[config.mk]
export PLATFORM = sky130hd
export DESIGN_NAME = quat_serdes
export DESIGN_NICKNAME = d
export VERILOG_FILES = /design/src/rtl/quat_pkg.sv /design/src/rtl/quat_ctrl.sv /design/src/rtl/quat_dpath.sv /design/src/rtl/quat_serdes.sv
export SDC_FILE = /design/constraint.sdc
export NUM_CORES = 1
export LEC_CHECK = 0
export ABC_AREA = 1
export BUFFER_PORTS_ARGS = -buffer_cell sky130_fd_sc_hd__buf_2
export CAP_MARGIN = 20
export CORE_AREA = 5 5 42 44
export CTS_CLUSTER_DIAMETER = 50
export DETAILED_ROUTE_END_ITERATION = 8
export DIE_AREA = 0 0 47 49
export PLACE_DENSITY_LB_ADDON = 0.2
export SLEW_MARGIN = 20
export SYNTH_ARGS = -nofsm -noshare
export SYNTH_HDL_FRONTEND = slang
export SYNTH_SLANG_ARGS = --single-unit
export TNS_END_PERCENT = 5
[constraint.sdc]
create_clock -name clk -period 0.9 [get_ports clk]
set_input_delay 0.135 -clock clk [delete_from_list [all_inputs] [get_ports clk]]
set_output_delay 0.135 -clock clk [all_outputs]
set_load 0.01 [all_outputs]
[src/rtl/quat_pkg.sv]
package quat_pkg;
  // Strobes and ordering handed from the controller to the datapath.
  typedef struct packed {
    logic bitStb;     // one bit period elapsed
    logic firstStb;   // bit period carrying the first bit of a quat
    logic quatStb;    // bit period carrying the second bit (quat boundary)
    logic signFirst;  // ordering in force for the current quat period
  } qstrobe_t;
endpackage

[src/rtl/quat_ctrl.sv]
module quat_ctrl
  import quat_pkg::*;
#(
  parameter int CLK_DIV = 4
) (
  input  logic     clk,
  input  logic     rst,
  input  logic     cfgSignFirst,
  output qstrobe_t strb
);
  localparam int CW = (CLK_DIV > 1) ? $clog2(CLK_DIV) : 1;
  localparam logic [CW-1:0] LAST = CW'(CLK_DIV - 1);

  logic [CW-1:0] divCnt;
  logic          phase;
  logic          orient;
  logic          tick;

  generate
    if (CLK_DIV == 1) begin : g_fullRate
      assign tick = 1'b1;
    end else begin : g_divided
      assign tick = (divCnt == LAST);
    end
  endgenerate

  always_ff @(posedge clk) begin
    if (rst) begin
      divCnt <= '0;
      phase  <= 1'b0;
      orient <= cfgSignFirst;
    end else begin
      if (tick) divCnt <= '0;
      else      divCnt <= divCnt + 1'b1;
      phase <= phase ^ tick;
      if (tick && phase) orient <= cfgSignFirst;
    end
  end

  always_comb begin
    strb.bitStb    = tick;
    strb.firstStb  = tick & ~phase;
    strb.quatStb   = tick & phase;
    strb.signFirst = orient;
  end

  // a quat boundary is always also a bit strobe
  assert_quat_on_bit_R2: assert property (@(posedge clk) disable iff (rst)
    strb.quatStb |-> strb.bitStb);

  // two quat boundaries are separated by a first-bit strobe
  assert_pair_alternates_R2: assert property (@(posedge clk) disable iff (rst)
    strb.quatStb |=> !strb.quatStb);

  // ordering only moves at a quat boundary
  assert_orient_at_boundary_R9: assert property (@(posedge clk) disable iff (rst)
    !strb.quatStb |=> $stable(orient));

  generate
    if (CLK_DIV > 1) begin : g_spaceChk
      // bit strobes are isolated single-cycle pulses
      assert_bit_spacing_R2: assert property (@(posedge clk) disable iff (rst)
        strb.bitStb |=> !strb.bitStb);
    end
  endgenerate
endmodule

[src/rtl/quat_dpath.sv]
module quat_dpath
  import quat_pkg::*;
(
  input  logic     clk,
  input  logic     rst,
  input  qstrobe_t strb,
  input  logic     txBit,
  input  logic     rxSign,
  input  logic     rxMag,
  output logic     txSign,
  output logic     txMag,
  output logic     rxBit,
  output logic     rxValid,
  output logic     rxFirst
);
  logic txHold;
  logic rxSgnQ;
  logic rxMagQ;
  logic rxArmed;

  always_ff @(posedge clk) begin
    if (rst) begin
      txHold  <= 1'b0;
      txSign  <= 1'b0;
      txMag   <= 1'b0;
      rxSgnQ  <= 1'b0;
      rxMagQ  <= 1'b0;
      rxArmed <= 1'b0;
      rxBit   <= 1'b0;
      rxValid <= 1'b0;
      rxFirst <= 1'b0;
    end else begin
      // transmit: collect first bit, complete the quat on the boundary
      if (strb.firstStb) txHold <= txBit;
      if (strb.quatStb) begin
        txSign  <= strb.signFirst ? txHold : txBit;
        txMag   <= strb.signFirst ? txBit  : txHold;
        rxSgnQ  <= rxSign;
        rxMagQ  <= rxMag;
        rxArmed <= 1'b1;
      end
      // receive: emit the stored quat over the following quat period
      if (strb.firstStb) rxBit <= strb.signFirst ? rxSgnQ : rxMagQ;
      if (strb.quatStb)  rxBit <= strb.signFirst ? rxMagQ : rxSgnQ;
      rxValid <= strb.bitStb & rxArmed;
      rxFirst <= strb.firstStb & rxArmed;
    end
  end

  // transmit quat is held between boundaries
  assert_tx_hold_R6: assert property (@(posedge clk) disable iff (rst)
    !strb.quatStb |=> $stable({txSign, txMag}));

  // the first-bit flag only accompanies a valid bit
  assert_first_valid_R8: assert property (@(posedge clk) disable iff (rst)
    rxFirst |-> rxValid);

  // receive bits appear only one cycle after a bit strobe
  assert_valid_after_bit_R7: assert property (@(posedge clk) disable iff (rst)
    !strb.bitStb |=> !rxValid);

  // before any quat is sampled nothing is marked valid
  assert_no_early_valid_R10: assert property (@(posedge clk) disable iff (rst)
    !rxArmed |-> !rxValid);
endmodule

[src/rtl/quat_serdes.sv]
module quat_serdes
  import quat_pkg::*;
#(
  parameter int CLK_DIV = 4
) (
  input  logic clk,
  input  logic rst,
  input  logic cfgSignFirst,
  input  logic txBit,
  input  logic rxSign,
  input  logic rxMag,
  output logic bitEn,
  output logic quatEn,
  output logic txSign,
  output logic txMag,
  output logic rxBit,
  output logic rxValid,
  output logic rxFirst
);
  qstrobe_t strb;

  quat_ctrl #(.CLK_DIV(CLK_DIV)) ctrl_i (
    .clk          (clk),
    .rst          (rst),
    .cfgSignFirst (cfgSignFirst),
    .strb         (strb)
  );

  quat_dpath dpath_i (
    .clk     (clk),
    .rst     (rst),
    .strb    (strb),
    .txBit   (txBit),
    .rxSign  (rxSign),
    .rxMag   (rxMag),
    .txSign  (txSign),
    .txMag   (txMag),
    .rxBit   (rxBit),
    .rxValid (rxValid),
    .rxFirst (rxFirst)
  );

  assign bitEn  = strb.bitStb;
  assign quatEn = strb.quatStb;
endmodule

# Word level (Yosys, flattened, before mapping)
# Cells that the tools add are included.
# classes
n_addsub	1
n_mul	0
n_div	0
n_lt_le_gt_ge	0
eq_ne	1
shift	0
n_mux	8
bitwise	6
n_reduce_logical	4
# ops
operator	count
1-bit 2-to-1 mux	8
1-bit AND	4
2-bit nonzero test	2
2-bit by 1-bit adder with 2-bit output (second input constant)	1
2-bit equality test (second input constant)	1
2-bit OR reduction	1
1-bit logical AND	1
1-bit inverter	1
1-bit XOR	1
# totals
regBits	13
latch_bits	0
mem_bits_rw	0
romBits	0
word_cells	32
memories	0

# Longest topological paths before layout
# logic_depth
depth_word	4
depth_mapped	6

# Modules after synthesis
# A second synthesis with hierarchy kept.
# unflattened
hier_cells	64
area_unflattened_um2	551.8
# modules_own_cells
module	instances	cells_each	area_each_um2	seq_area_each_um2
quat_dpath	1	46	372.9	180.2
quat_ctrl	1	18	178.9	90.1

# Worst setup path after synthesis
# No wires, ideal clock.
# synth_timing
path_kind	register to register
start	register ctrl_i.divCnt[0]
end	register dpath_i.txHold
arrival_ns	0.951
setup_slack_ns	-0.169
stages_incl_launch_ff	5
path_cell_list	dfxtp_1 -> ha_1 -> ha_1 -> o21ai_1 -> a21oi_1
# synth_rtl
element	line_no	text
start: declaration	quat_ctrl.sv:14	logic [CW-1:0] divCnt;
start signal: assignment	quat_ctrl.sv:34	else divCnt <= divCnt + 1'b1;
end signal: assignment	quat_dpath.sv:34	if (strb.firstStb) txHold <= txBit;
end: declaration	quat_dpath.sv:16	logic txHold;

# Final worst setup path
# layout_timing
start	register ctrl_i.divCnt[0]
end	output bitEn
# layout_via
elab_chain_len	1
# layout_rtl
element	line_no	text
2-bit equality test	quat_ctrl.sv:23	assign tick = (divCnt == LAST);
end: declaration	quat_serdes.sv:12	output logic bitEn,
# Every way passes these cells.

==> report_table.html <==
<table>
<tr><th>Metric</th><th>Value</th></tr>
<tr><th colspan="2">Timing</th></tr>
<tr><td>Count of final hold-check violations</td><td>0</td></tr>
<tr><td>Ratio of final minimum period to clock period</td><td>1.324</td></tr>
<tr><td>Worst relative slew slack</td><td>0.8536</td></tr>
<tr><td>Slew @ Worst Pin</td><td>approximately 220 ps</td></tr>
<tr><td>Count of endpoints failing setup in the final report</td><td>13</td></tr>
<tr><td>Unrepaired setup endpoints after global routing</td><td>yes</td></tr>
<tr><td>Min cycle time layout</td><td>between 1000 and 1500 ps</td></tr>
<tr><td>Worst Skew</td><td>about 1.5 ps</td></tr>
<tr><td>Achievable clock frequency</td><td>about 840 MHz</td></tr>
<tr><td>Max-slew violation count</td><td>0</td></tr>
<tr><td>Minimum setup slack in the final design</td><td>-292.0 ps</td></tr>
<tr><th colspan="2">GRT</th></tr>
<tr><td>GRT overflow</td><td>0</td></tr>
<tr><td>Number of antenna violations at the first check in global routing</td><td>0</td></tr>
<tr><td>Total Routing Usage GR</td><td>0.1103</td></tr>
<tr><td>Pin count of the biggest net entering global routing</td><td>8</td></tr>
<tr><td>Global-route wire length before repair</td><td>between 1500 and 2000 um</td></tr>
<tr><td>Number of global-route vias before repair</td><td>~420</td></tr>
<tr><th colspan="2">Worst setup path</th></tr>
<tr><td>Setup slack on the worst flop-to-flop path</td><td>-220 ps</td></tr>
<tr><td>Reg2Reg Depth</td><td>6</td></tr>
<tr><td>CP max FO</td><td>3</td></tr>
<tr><td>Critical path endpoint</td><td>bitEn</td></tr>
<tr><td>Type of the setup path with the least slack</td><td>reg2out</td></tr>
<tr><td>Worst setup path startpoint</td><td>ctrl_i.divCnt[0]</td></tr>
<tr><td>Worst R2R End</td><td>ctrl_i.divCnt[0]</td></tr>
<tr><td>Worst endpoint required time</td><td>about 760 ps</td></tr>
<tr><td>Worst reg2reg startpoint</td><td>ctrl_i.divCnt[0]</td></tr>
<tr><td>Critical Path Sink Type</td><td>primary output</td></tr>
<tr><td>CP Launch Type</td><td>register</td></tr>
<tr><td>Worst Path Arrival</td><td>about 1100 ps</td></tr>
<tr><th colspan="2">Power and ir drop</th></tr>
<tr><td>Total power of the final layout</td><td>roughly 1.2 mW</td></tr>
<tr><td>Peak ir drop on the vdd network</td><td>between 900 and 1000 uV</td></tr>
<tr><td>Standby leakage power</td><td>between 0.3 and 0.4 nW</td></tr>
<tr><td>Power per Cell Area</td><td>1488 mW/mm^2</td></tr>
<tr><th colspan="2">Placed design</th></tr>
<tr><td>Detail Placement HPWL</td><td>between 700 and 800 um</td></tr>
<tr><td>Total of buffers placed on input and output ports</td><td>12</td></tr>
<tr><td>Placer congestion estimate</td><td>~0.8</td></tr>
<tr><td>Place WS</td><td>-66.66 ps</td></tr>
<tr><th colspan="2">Hold path</th></tr>
<tr><td>Min-delay worst type</td><td>in2reg</td></tr>
<tr><th colspan="2">Outcome</th></tr>
<tr><td>Outcome</td><td>finished, violations left</td></tr>
<tr><td>Failing checks</td><td>setup timing</td></tr>
<tr><th colspan="2">Finish</th></tr>
<tr><td>Net total in the final layout</td><td>97</td></tr>
<tr><td>Utilization of the core after routing</td><td>0.5661</td></tr>
<tr><td>Synthesis-to-layout area growth</td><td>46.42%</td></tr>
<tr><td># diodes</td><td>0</td></tr>
<tr><td>Share of layout cells above drive strength 1</td><td>0.4368</td></tr>
<tr><th colspan="2">Floorplan</th></tr>
<tr><td>Die X</td><td>47 um</td></tr>
<tr><td>Die area</td><td>roughly 0.0023 mm^2</td></tr>
<tr><td>Top-level port count</td><td>13</td></tr>
<tr><td>Die Height</td><td>49 um</td></tr>
<tr><td>Effective utilization at floorplan</td><td>0.3866</td></tr>
<tr><td>Standard-cell rows</td><td>14</td></tr>
<tr><td>Std-Cell Core Area</td><td>between 0.001 and 0.0015 mm^2</td></tr>
<tr><th colspan="2">Clock tree</th></tr>
<tr><td>H-tree level count</td><td>1</td></tr>
<tr><td>Clock network latency to the later pin of the worst-skew pair</td><td>between 200 and 300 ps</td></tr>
<tr><td>Number of buffers between clock root and the deepest sink</td><td>2</td></tr>
<tr><td>Number of buffers inserted for hold repair after clock tree synthesis</td><td>0</td></tr>
<tr><td>Clock tree from TritonCTS</td><td>done</td></tr>
<tr><td>Inserted Clock Buffers</td><td>3</td></tr>
<tr><td>CTS clock-pin slew for the worst setup and hold paths</td><td>around 80 ps</td></tr>
<tr><td>CTS root buf</td><td>clkbuf_4</td></tr>
<tr><td>Number of sinks driven by the clock tree</td><td>13</td></tr>
<tr><th colspan="2">Drt</th></tr>
<tr><td>Drt first-iter violations</td><td>12</td></tr>
<tr><td>Post-DRT Antenna Nets</td><td>0</td></tr>
<tr><td>Total number of vias</td><td>approximately 480</td></tr>
<tr><td>Avg Vias per Cell</td><td>about 4.7</td></tr>
<tr><td>Iteration count of the initial detailed-routing pass</td><td>4</td></tr>
<tr><td>Detailed-route wire length per cell</td><td>10.81 um</td></tr>
<tr><td># DRC</td><td>0</td></tr>
<tr><td>Routed Wire Length</td><td>around 1100 um</td></tr>
<tr><th colspan="2">Yosys</th></tr>
<tr><td>#FFs+latches synth</td><td>13</td></tr>
<tr><td>Fraction of the yosys area taken by sequential cells</td><td>0.4988</td></tr>
<tr><td>Number of unique standard cell types used by synthesis</td><td>16</td></tr>
<tr><td>Number of warnings printed during yosys synthesis</td><td>0</td></tr>
<tr><td>Mapped Nets</td><td>between 70 and 80</td></tr>
<tr><td>Summed instance area of the synthesized netlist</td><td>541.8 um^2</td></tr>
<tr><td>Portion of synthesized cell area occupied by the leading cell type</td><td>0.4434</td></tr>
<tr><td>Gate count after technology mapping</td><td>between 60 and 70</td></tr>
<tr><td>Synth top area cells</td><td>dfxtp_1 44%, nand2_1 13%, ha_1 6.9%</td></tr>
<tr><td>Post-synth EDFFs</td><td>1</td></tr>
<tr><td>Top cell type by total area after synthesis</td><td>dfxtp_1</td></tr>
<tr><td>Average size of a mapped cell</td><td>between 8 and 9 um^2</td></tr>
<tr><td>Cell types with the highest counts after synthesis</td><td>19 x nand2_1, 12 x dfxtp_1, 9 x nor2_1</td></tr>
<tr><td>Proportion of register bits with asynchronous set or reset after synthesis</td><td>0</td></tr>
<tr><td>Most common flop cell mapped by yosys</td><td>dfxtp_1</td></tr>
<tr><td>Most instantiated library cell after synthesis</td><td>nand2_1</td></tr>
<tr><th colspan="2">Run</th></tr>
<tr><td>Number of max-cap violations</td><td>0</td></tr>
</table>
## cells by family (layout without fill, tap and decap cells)
kind of cell             after synthesis  after routing  share of synthesized area
adder cells (fa/ha/maj)                3              3                    0.06929
buffers and inverters                  9             30                    0.08546
flip-flops                            13             13                     0.4988
AND/OR/NAND/NOR                       37             37                     0.3095
AO/OA/AOI/OAI                          4              4                    0.03693
## cell type report
class | instances | area, um^2
Fill cell | 137 | 608.1
Inverter | 8 | 37.54
Timing Repair Buffer | 18 | 141.4
Tap cell | 16 | 20.02
Sequential cell | 13 | 280.3
Multi-Input combinational cell | 44 | 287.8
Clock buffer | 4 | 26.28
## stage by stage
step	std cells	instance area [um^2]	setup TNS (ps)	hold WS, ps
5_1_grt	103	793.3	-2895	33.96
2_1_floorplan	66	586.8	-109.7	233.9
6_report	103	793.3	-2279	23.08
4_1_cts	103	772.0	-2460	25.56
3_3_place_gp	95	670.6	-335.8	312.4
3_5_place_dp	95	670.6	-446.9	319.3
## registers in the layout, indices dropped and copies added, names as in the netlist
name,cells
dpath_i.rxArmed,1
dpath_i.txHold,1
ctrl_i.orient,1
dpath_i.rxBit,1
dpath_i.rxSgnQ,1
ctrl_i.divCnt,2
dpath_i.txSign,1
dpath_i.rxValid,1
dpath_i.txMag,1
dpath_i.rxFirst,1
ctrl_i.phase,1
dpath_i.rxMagQ,1
## repair_timing
action | in CTS | in global routing
buffers inserted | 4 | 0
resized for setup | 6 | 8
endpoints found under the setup margin | 13 | 16
pin swaps | 4 | 5
## where the power goes
part,switching (mW),internal [mW],total (mW)
clock,0.205,0.172,0.378
sequential,0.0289,0.607,0.636
combinational,0.0749,0.0917,0.167
total,0.309,0.871,1.18
## worst max-delay path: stages, from the launching register on
cell     delay, ps
dfxtp_4        370
buf_12         120
ha_4           170
buf_6          120
## worst min-delay path by stage
stage | endpoint | cells past startpoint | from
after detailed placement | ctrl_i.orient | 1 | cfgSignFirst
after CTS | ctrl_i.orient | 1 | cfgSignFirst
after floorplan | ctrl_i.orient | 0 | cfgSignFirst
final | ctrl_i.orient | 1 | cfgSignFirst
after global routing | ctrl_i.orient | 1 | cfgSignFirst
after global placement | ctrl_i.orient | 1 | cfgSignFirst
## placed cells by master, fill, tap and decap left out, drive strengths merged
master / n
nand2: 20
buf: 18
dfxtp: 12
nor2: 10
inv: 8
nand3: 7
clkbuf: 4
ha: 3
o21ai: 3
a21oi: 1
edfxtp: 1
## per-layer routing
layer / vias up / routed length (um) / GRT usage
met5: - / 0 / 0
met4: 0 / 31 / 0.06912
met3: 5 / 66 / 0.02214
met2: 11 / 484 / 0.1425
met1: 215 / 531 / 0.1604
li1: 248 / - / -
Power figures use the tool's default switching activity.
